<file path="src/rtl/sdr_rd_pkg.sv">
package sdr_rd_pkg;

  // Command word ordered {csN, rasN, casN, weN}
  typedef enum logic [3:0] {
    CMD_NOP  = 4'b0111,
    CMD_ACT  = 4'b0011,
    CMD_READ = 4'b0101,
    CMD_PRE  = 4'b0010
  } sdrCmd_e;

  // Strobes from the control to the datapath
  typedef struct packed {
    logic issueAct;
    logic issueRead;
    logic issuePre;
    logic capture;
    logic lastWord;
  } seqStrobe_t;

endpackage

</file>
<file path="src/rtl/sdr_rd_ctrl.sv">
module sdr_rd_ctrl
  import sdr_rd_pkg::*;
#(
  parameter int T_RCD     = 2,
  parameter int T_RP      = 2,
  parameter int CAS_LAT   = 2,
  parameter int BURST_LEN = 4
) (
  input  logic       clk,
  input  logic       rstN,
  input  logic       reqValid,
  output logic       reqReady,
  output seqStrobe_t strobe
);

  localparam int STREAM_CYC = CAS_LAT + BURST_LEN;
  localparam int WAIT_MAX   = (T_RCD > T_RP) ? T_RCD : T_RP;
  localparam int CNT_MAX    = (WAIT_MAX > STREAM_CYC) ? WAIT_MAX : STREAM_CYC;
  localparam int CNT_W      = $clog2(CNT_MAX + 1);

  typedef enum logic [1:0] {ST_IDLE, ST_OPEN, ST_STREAM, ST_CLOSE} seqState_e;

  seqState_e state, stateNext;
  logic [CNT_W-1:0] cnt, cntNext;

  always_comb begin
    stateNext = state;
    cntNext   = cnt;
    strobe    = '0;
    unique case (state)
      ST_IDLE: begin
        if (reqValid) begin
          strobe.issueAct = 1'b1;
          stateNext       = ST_OPEN;
          cntNext         = CNT_W'(T_RCD - 1);
        end
      end
      ST_OPEN: begin
        if (cnt == '0) begin
          strobe.issueRead = 1'b1;
          stateNext        = ST_STREAM;
          cntNext          = CNT_W'(STREAM_CYC - 1);
        end else begin
          cntNext = cnt - 1'b1;
        end
      end
      ST_STREAM: begin
        strobe.capture = (cnt < CNT_W'(BURST_LEN));
        if (cnt == '0) begin
          strobe.lastWord = 1'b1;
          strobe.issuePre = 1'b1;
          stateNext       = ST_CLOSE;
          cntNext         = CNT_W'(T_RP - 1);
        end else begin
          cntNext = cnt - 1'b1;
        end
      end
      ST_CLOSE: begin
        if (cnt == '0) stateNext = ST_IDLE;
        else           cntNext   = cnt - 1'b1;
      end
      default: stateNext = ST_IDLE;
    endcase
  end

  always_ff @(posedge clk) begin
    if (!rstN) begin
      state <= ST_IDLE;
      cnt   <= '0;
    end else begin
      state <= stateNext;
      cnt   <= cntNext;
    end
  end

  assign reqReady = (state == ST_IDLE);

  // Only one command may be requested per slot
  assert_single_cmd_R4: assert property (@(posedge clk) disable iff (!rstN)
    $onehot0({strobe.issueAct, strobe.issueRead, strobe.issuePre}));

  // The last word is always inside the capture window
  assert_last_in_window_R5: assert property (@(posedge clk) disable iff (!rstN)
    strobe.lastWord |-> strobe.capture);

  // Accepting a request makes the block busy next cycle
  assert_busy_after_accept_R8: assert property (@(posedge clk) disable iff (!rstN)
    (reqValid && reqReady) |=> !reqReady);

endmodule

</file>
<file path="src/rtl/sdr_rd_dpath.sv">
module sdr_rd_dpath
  import sdr_rd_pkg::*;
#(
  parameter int ROW_W     = 13,
  parameter int COL_W     = 10,
  parameter int BANK_W    = 2,
  parameter int DATA_W    = 16,
  parameter int BURST_LEN = 4,
  parameter int AP_BIT    = 10
) (
  input  logic              clk,
  input  logic              rstN,
  input  seqStrobe_t        strobe,
  input  logic [BANK_W-1:0] reqBank,
  input  logic [ROW_W-1:0]  reqRow,
  input  logic [COL_W-1:0]  reqCol,
  input  logic [DATA_W-1:0] sdrDq,
  output sdrCmd_e           cmd,
  output logic [ROW_W-1:0]  addr,
  output logic [BANK_W-1:0] ba,
  output logic [DATA_W-1:0] rdData,
  output logic              rdValid,
  output logic              burstDone
);

  localparam int RUN_W = $clog2(BURST_LEN + 1);

  logic [BANK_W-1:0] bankQ;
  logic [COL_W-1:0]  colQ;
  logic [ROW_W-1:0]  colAddr;

  // Column placed in the low address bits, auto-precharge bit forced low
  always_comb begin
    colAddr                = '0;
    colAddr[COL_W-1:0]     = colQ;
    colAddr[AP_BIT]        = 1'b0;
  end

  // Request fields held from ACTIVE through PRECHARGE
  always_ff @(posedge clk) begin
    if (!rstN) begin
      bankQ <= '0;
      colQ  <= '0;
    end else if (strobe.issueAct) begin
      bankQ <= reqBank;
      colQ  <= reqCol;
    end
  end

  // Registered command, address and bank pins
  always_ff @(posedge clk) begin
    if (!rstN) begin
      cmd  <= CMD_NOP;
      addr <= '0;
      ba   <= '0;
    end else if (strobe.issueAct) begin
      cmd  <= CMD_ACT;
      addr <= reqRow;
      ba   <= reqBank;
    end else if (strobe.issueRead) begin
      cmd  <= CMD_READ;
      addr <= colAddr;
      ba   <= bankQ;
    end else if (strobe.issuePre) begin
      cmd  <= CMD_PRE;
      addr <= '0;
      ba   <= bankQ;
    end else begin
      cmd  <= CMD_NOP;
      addr <= '0;
      ba   <= '0;
    end
  end

  // Burst capture
  always_ff @(posedge clk) begin
    if (!rstN) begin
      rdData    <= '0;
      rdValid   <= 1'b0;
      burstDone <= 1'b0;
    end else begin
      rdValid   <= strobe.capture;
      burstDone <= strobe.lastWord;
      if (strobe.capture) rdData <= sdrDq;
    end
  end

  // Length of the current run of valid words, for the checks below
  logic [RUN_W-1:0] validRun;
  always_ff @(posedge clk) begin
    if (!rstN)        validRun <= '0;
    else if (rdValid) validRun <= validRun + 1'b1;
    else              validRun <= '0;
  end

  assert_read_then_nop_R4: assert property (@(posedge clk) disable iff (!rstN)
    (cmd == CMD_READ) |=> (cmd == CMD_NOP));

  assert_valid_run_R5: assert property (@(posedge clk) disable iff (!rstN)
    rdValid |-> (validRun < RUN_W'(BURST_LEN)));

  assert_done_on_fourth_R6: assert property (@(posedge clk) disable iff (!rstN)
    burstDone |-> (rdValid && validRun == RUN_W'(BURST_LEN - 1)));

  assert_done_single_R6: assert property (@(posedge clk) disable iff (!rstN)
    burstDone |=> !burstDone);

  assert_pre_with_done_R7: assert property (@(posedge clk) disable iff (!rstN)
    burstDone |-> (cmd == CMD_PRE && addr[AP_BIT] == 1'b0));

endmodule

</file>
<file path="src/rtl/sdram_burst_reader.sv">
module sdram_burst_reader
  import sdr_rd_pkg::*;
#(
  parameter int ROW_W     = 13,
  parameter int COL_W     = 10,
  parameter int BANK_W    = 2,
  parameter int DATA_W    = 16,
  parameter int BURST_LEN = 4,
  parameter int CAS_LAT   = 2,
  parameter int T_RCD     = 2,
  parameter int T_RP      = 2,
  parameter int AP_BIT    = 10
) (
  input  logic                clk,
  input  logic                rstN,
  input  logic                reqValid,
  input  logic [BANK_W-1:0]   reqBank,
  input  logic [ROW_W-1:0]    reqRow,
  input  logic [COL_W-1:0]    reqCol,
  output logic                reqReady,
  output logic                sdrCsN,
  output logic                sdrRasN,
  output logic                sdrCasN,
  output logic                sdrWeN,
  output logic [ROW_W-1:0]    sdrAddr,
  output logic [BANK_W-1:0]   sdrBa,
  output logic                sdrCke,
  output logic [DATA_W/8-1:0] sdrDqm,
  input  logic [DATA_W-1:0]   sdrDq,
  output logic [DATA_W-1:0]   rdData,
  output logic                rdValid,
  output logic                burstDone
);

  seqStrobe_t strobe;
  sdrCmd_e    cmd;

  sdr_rd_ctrl #(
    .T_RCD(T_RCD), .T_RP(T_RP), .CAS_LAT(CAS_LAT), .BURST_LEN(BURST_LEN)
  ) u_ctrl (
    .clk(clk), .rstN(rstN), .reqValid(reqValid),
    .reqReady(reqReady), .strobe(strobe)
  );

  sdr_rd_dpath #(
    .ROW_W(ROW_W), .COL_W(COL_W), .BANK_W(BANK_W), .DATA_W(DATA_W),
    .BURST_LEN(BURST_LEN), .AP_BIT(AP_BIT)
  ) u_dpath (
    .clk(clk), .rstN(rstN), .strobe(strobe),
    .reqBank(reqBank), .reqRow(reqRow), .reqCol(reqCol), .sdrDq(sdrDq),
    .cmd(cmd), .addr(sdrAddr), .ba(sdrBa),
    .rdData(rdData), .rdValid(rdValid), .burstDone(burstDone)
  );

  assign {sdrCsN, sdrRasN, sdrCasN, sdrWeN} = cmd;
  assign sdrCke = 1'b1;
  assign sdrDqm = '0;

  // An accepted request opens its row in the next cycle
  assert_accept_opens_R2: assert property (@(posedge clk) disable iff (!rstN)
    (reqValid && reqReady) |=>
      ({sdrCsN, sdrRasN, sdrCasN, sdrWeN} == 4'b0011 &&
       sdrAddr == $past(reqRow) && sdrBa == $past(reqBank)));

endmodule

</file>
<file path="config.mk">
export PLATFORM = sky130hd
export DESIGN_NAME = sdram_burst_reader
export DESIGN_NICKNAME = d
export VERILOG_FILES = /design/src/rtl/sdr_rd_pkg.sv /design/src/rtl/sdr_rd_ctrl.sv /design/src/rtl/sdr_rd_dpath.sv /design/src/rtl/sdram_burst_reader.sv
export SDC_FILE = /design/constraint.sdc
export NUM_CORES = 1
export LEC_CHECK = 0
export ABC_AREA = 1
export BUFFER_PORTS_ARGS = -buffer_cell sky130_fd_sc_hd__buf_4
export CORE_UTILIZATION = 43
export CTS_CLUSTER_DIAMETER = 120
export DETAILED_ROUTE_END_ITERATION = 10
export PLACE_DENSITY = 0.75
export SLEW_MARGIN = 15
export SYNTH_ARGS = -nofsm -noshare
export SYNTH_HDL_FRONTEND = slang
export SYNTH_SLANG_ARGS = --single-unit
</file>
<file path="constraint.sdc">
create_clock -name clk -period 1.5 [get_ports clk]
set_clock_uncertainty 0.15 [all_clocks]
set_input_delay 0.075 -clock clk [delete_from_list [all_inputs] [get_ports clk]]
set_output_delay 0.075 -clock clk [all_outputs]
set_load 0.03 [all_outputs]
</file>
; ---- After elaboration in Yosys (flattened, before gate mapping)
; Index checks and enable logic that the tools add are counted.
[classes]
bitwise = 1
eq_ne = 8
magnitude_cmp = 1
n_mux = 23
add_sub_neg = 1
n_reduce_logical = 7
[op_table]
columns = cell, count
row1 = 3-bit 2-to-1 mux, 8
row2 = 2-bit 2-to-1 mux, 7
row3 = 13-bit 2-to-1 mux, 1
row4 = 3-bit case mux with 4 select lines, 1
row5 = 10-bit 2-to-1 mux, 1
row6 = 2-bit case mux with 4 select lines, 1
row7 = "2-bit by 1-bit inequality test with 1-bit output, second input constant", 3
row8 = "2-bit == test, second input constant", 2
row9 = 1-bit 2-to-1 mux, 4
row10 = "2-bit inequality test, second input constant", 2
row11 = 2-bit AND reduction, 2
row12 = 4-bit AND reduction, 1
row13 = 3-bit logical NOT, 1
row14 = "3-bit less-than comparator, second input constant", 1
row15 = 3-bit OR reduction, 1
row16 = "3-bit by 1-bit subtractor with 3-bit output, second input constant", 1
row17 = "2-bit by 1-bit == test with 1-bit output, second input constant", 1
row18 = 2-bit logical NOT, 1
row19 = 2-bit OR reduction, 1
row20 = 1-bit NOT, 1
[totals]
in_bits = 44
output_inout_bits = 41
ff_bits = 54

; ---- Depth between registers and ports, before layout
[depth]
word_depth = 6
ltp_mapped = 9
depth_no_buf = 9

; ---- Modules after synthesis
; A second synthesis with hierarchy kept.
[unflattened]
hier_cells = 282
hier_area_um2 = 2112.0
[by_module_without_submodules]
columns = mod, cells_each, n_inst, area_each_um2
row1 = sdr_rd_dpath, 205, 1, 1631.6
row2 = sdr_rd_ctrl, 72, 1, 450.4
row3 = sdram_burst_reader, 5, 1, 30.0

; ---- Worst setup path before layout
; Ideal clock, no wire load.
[synth_path]
kind = register to register
startpoint = register u_ctrl.state[0]
endpoint = register u_dpath.colQ[0]
stages_incl_launch_ff = 7
arrival_time_ns = 1.427
n_path_buf = 1
required_ns = 1.228
setup_slack_ns = -0.199
cell_sequence = dfxtp_1 inv_1 ha_1 nand2_1 nand2_1 buf_2 o21ai_0
[synth_between]
elab_chain_cells = 2
[synth_lines]
columns = item, line_no
row1 = "start, declared", sdr_rd_ctrl.sv:23  ; seqState_e state, stateNext;
row2 = "start signal, assigned", sdr_rd_ctrl.sv:71  ; state <= stateNext;
row3 = 2-bit logical NOT, -
row4 = net reqReady, sdram_burst_reader.sv:20  ; output logic reqReady,
row5 = 1-bit 2-to-1 mux, sdr_rd_ctrl.sv:30  ; unique case (state)
row6 = "end signal, assigned", sdr_rd_dpath.sv:46  ; colQ <= reqCol;
row7 = "end, declared", sdr_rd_dpath.sv:29  ; logic [COL_W-1:0] colQ;
; The timed path passes the listed nets, and every way through them passes these cells.
; A chain may end at the register's enable or synchronous reset.

; ---- Worst setup path after layout
[layout_path]
startpoint = register u_ctrl.state[0]
endpoint = register u_ctrl.state[1]
[layout_between]
elab_chain_cells = 3
[layout_lines]
columns = item, line_no
row1 = 2-bit == test (tied with other cells), sdr_rd_ctrl.sv:30
row2 = 2-bit by 1-bit inequality test with 1-bit output (no source line) or 2-bit inequality test (tied branches), -
row3 = 4-bit AND reduction (no source line), -
; Parallel ways exist; a longest one is shown, timed or not.

==> flow_summary.json <==
{
  "ys_warn_count": 0,
  "hold_viol": 0,
  "fin_setup_tns_ns": 0,
  "critPathKind": "reg -> reg",
  "whs_ns": 0.308,
  "postSynthCellCount": 261,
  "num_rows": 25,
  "status": "completed",
  "wl_um": 5460,
  "grt_start_max_net_pins": 21,
  "cts_buffers": 5,
  "synth.distinct_cells": 25,
  "place_congestion": 0.864,
  "layout_min_cycle_time_ns": 1.45,
  "critPathRequiredTime_ns": 1.55,
  "die_h_um": 72.3,
  "ys.flop_type": "dfxtp_1",
  "worst_slack_ns": 0.0487,
  "overflow": 0,
  "pin_count": 85,
  "start_util_pct": 44.7,
  "min_period_over_period_pct": 96.8,
  "insertion_delay_ns": 0.30,
  "synth_area_sq_um": 2130,
  "dr.pass1.iters": 4,
  "cts_tree": "done",
  "crit_path_start_kind": "flip-flop",
  "p_leak_uw": 0.00163,
  "async_flop_share_pct": 0,
  "synth.top_cell.area_share_pct": 49.9,
  "drt_iter0_markers": 90,
  "irDropWorstVdd_mv": 1.16,
  "end_kind": "flip-flop",
  "max_freq_mhz": 689,
  "cts_max_path_buffers": 2,
  "crit_fanout": 4,
  "crit_chain": "inv_2 -> ha_2 -> buf_6 -> o21ai_0 -> nand3_1 -> o21ai_1 -> nor2_1",
  "grtUsageTotal_pct": 21.2,
  "area_growth_pct": 62.6,
  "grt_pass1_vias": 2055,
  "hpwl_um": 3440,
  "rrSetupSlack_ns": 0.05,
  "core_area_sq_um": 4750,
  "drc": 0,
  "cp.arrival_ns": 1.51,
  "synth_top_cell_by_area": "dfxtp_1",
  "die_x_um": 72.3,
  "power.total_uw": 5330,
  "routed_via_density": 4.66,
  "clkSlewWorstSetupHoldPaths_ns": 0.09,
  "fin_util_pct": 72.7,
  "io_buffer_count": 80,
  "die_area_sq_um": 5230,
  "root_buffer": "clkbuf_8",
  "layout.nets": 444,
  "ys_ff_latch": 53,
  "critPathMaxStageDelay_ns": 0.34,
  "ys_seq_area_share_pct": 49.9,
  "grt_pass1_wl_um": 8710,
  "hold_class": "reg -> reg",
  "num_antenna_cells": 0,
  "cellPowerDensity_nw_per_um2": 1540,
  "crit_slowest_cell": "dfxtp_2",
  "wl_per_cell_um": 11.8,
  "cp_num_buf_inv": 2,
  "synth_edf_count": 0,
  "maxCapViolCount": 0,
  "place_ws_ns": -0.120,
  "synth_area_leaders": "dfxtp_1 50%, nor2_1 8.5%, nand3_1 6.1%, o21ai_0 6.1%, nand2_1 5.3%",
  "ctsHtreeMaxLevel": 2,
  "final_max_slew_viol_count": 0,
  "antenna_found_initial": 0,
  "vias": 2146,
  "clkSinkCount": 53,
  "crit_family": "flip-flops",
  "setup_violations": 0,
  "final_layout_size_suffix_gt1_share_pct": 35.5,
  "ant_nets": 0,
  "syn_area_per_cell_sq_um": 8.14
}
## stage by stage
step           cells  instance area [sq um]
2_1_floorplan    263                   2150
3_3_place_gp     407                   2860
3_5_place_dp     407                   2860
4_1_cts          461                   3410
5_1_grt          461                   3460
6_report         461                   3460
## cell families (layout without fill, tap and decap cells)
group / after synthesis / in the layout / share of synthesized area, %
other cells: 2 / 4 / 0.353
compound gates: 43 / 43 / 13.1
fa+ha+maj: 7 / 7 / 4.12
buf+inv: 43 / 174 / 9.18
flops: 53 / 53 / 49.9
simple gates: 113 / 113 / 23.4
## per-layer routing
layer | up-vias | routed length, um | track usage [%]
met3 | 9 | 327 | 3.89
met1 | 971 | 2250 | 24.0
met2 | 80 | 2800 | 39.7
met4 | 0 | 77 | 7.63
met5 | - | 0 | 0
li1 | 1086 | - | -
## layout make-up
class,count,area [sq um]
fill,365,1300
timing repair buffer,138,1180
sequential,53,1070
multi-input combinational,167,938
inverter,28,108
tap,67,83.8
clock buffer,7,76.3
clock inverter,1,7.51
## worst register-to-register path: stages, from the launching register on
cell and delay (ns):
dfxtp_2 0.34, inv_2 0.06, ha_2 0.20, buf_6 0.13, o21ai_0 0.20, nand3_1 0.11, o21ai_1 0.13, nor2_1 0.05
## layout by cell type, fill, tap and decap left out, types with 3 or more instances in the layout
| cell | synthesis | final |
|---|---|---|
| nand3_1 | 26 | 26 |
| inv_2 | 4 | 9 |
| nor2_1 | 48 | 45 |
| dlygate4sd3_1 | 0 | 43 |
| o21ai_1 | 4 | 5 |
| nand2_2 | 3 | 5 |
| dfxtp_1 | 53 | 49 |
| o31ai_2 | 3 | 3 |
| clkbuf_8 | 0 | 5 |
| ha_2 | 0 | 3 |
| conb_1 | 2 | 4 |
| o21ai_0 | 26 | 25 |
| inv_1 | 24 | 18 |
| nor2_2 | 2 | 5 |
| nand2_1 | 30 | 27 |
| a21oi_1 | 5 | 5 |
| buf_4 | 5 | 91 |
| dfxtp_2 | 0 | 4 |
## timing repair
item	4_1_cts	5_1_grt
gates resized for setup	8	19
hold buffers	43	0
setup endpoints to repair	37	39
endpoints found under the hold margin	45	0
pin swaps	2	5
setup buffers	3	0
## power by group
part	total, uW	internal, uW	leakage [uW]	switching (uW)
registers	1880	1730	0.000435	155
clock network	788	331	0.0000385	457
logic	2660	1100	0.00116	1560
total	5330	3160	0.00163	2170
## sequential cells by signal (all words and copies together) (netlist names)
name and count:
u_dpath.cmd 3, u_dpath.ba 2, u_ctrl.cnt 3, u_dpath.bankQ 2, u_dpath.burstDone 1, u_dpath.colQ 10
u_dpath.rdData 16, u_ctrl.state 2, u_dpath.addr 13, u_dpath.rdValid 1
## cells in the mapped netlist, drive strengths merged, types with 2 or more instances
cell type,instances
a21oi,5
dfxtp,53
nor2,51
conb,2
buf,12
nand2,34
clkbuf,3
o21a,2
nand3,27
inv,28
o21ai,30
o31ai,6
ha,7
## worst paths after layout
| kind | cells after the start | startpoint | to |
|---|---|---|---|
| worst min-delay path | 2 | u_dpath.colQ[6]$_SDFFE_PN0P_ | u_dpath.colQ[6]$_SDFFE_PN0P_ |
| worst min register to register | 2 | u_dpath.colQ[6]$_SDFFE_PN0P_ | u_dpath.colQ[6]$_SDFFE_PN0P_ |
| worst max-delay path | 7 | u_ctrl.state[0]$_SDFFE_PN0P_ | u_ctrl.state[1]$_SDFFE_PN0P_ |
| worst max register to register | 7 | u_ctrl.state[0]$_SDFFE_PN0P_ | u_ctrl.state[1]$_SDFFE_PN0P_ |
No activity file was read; power rests on OpenSTA's default activity.
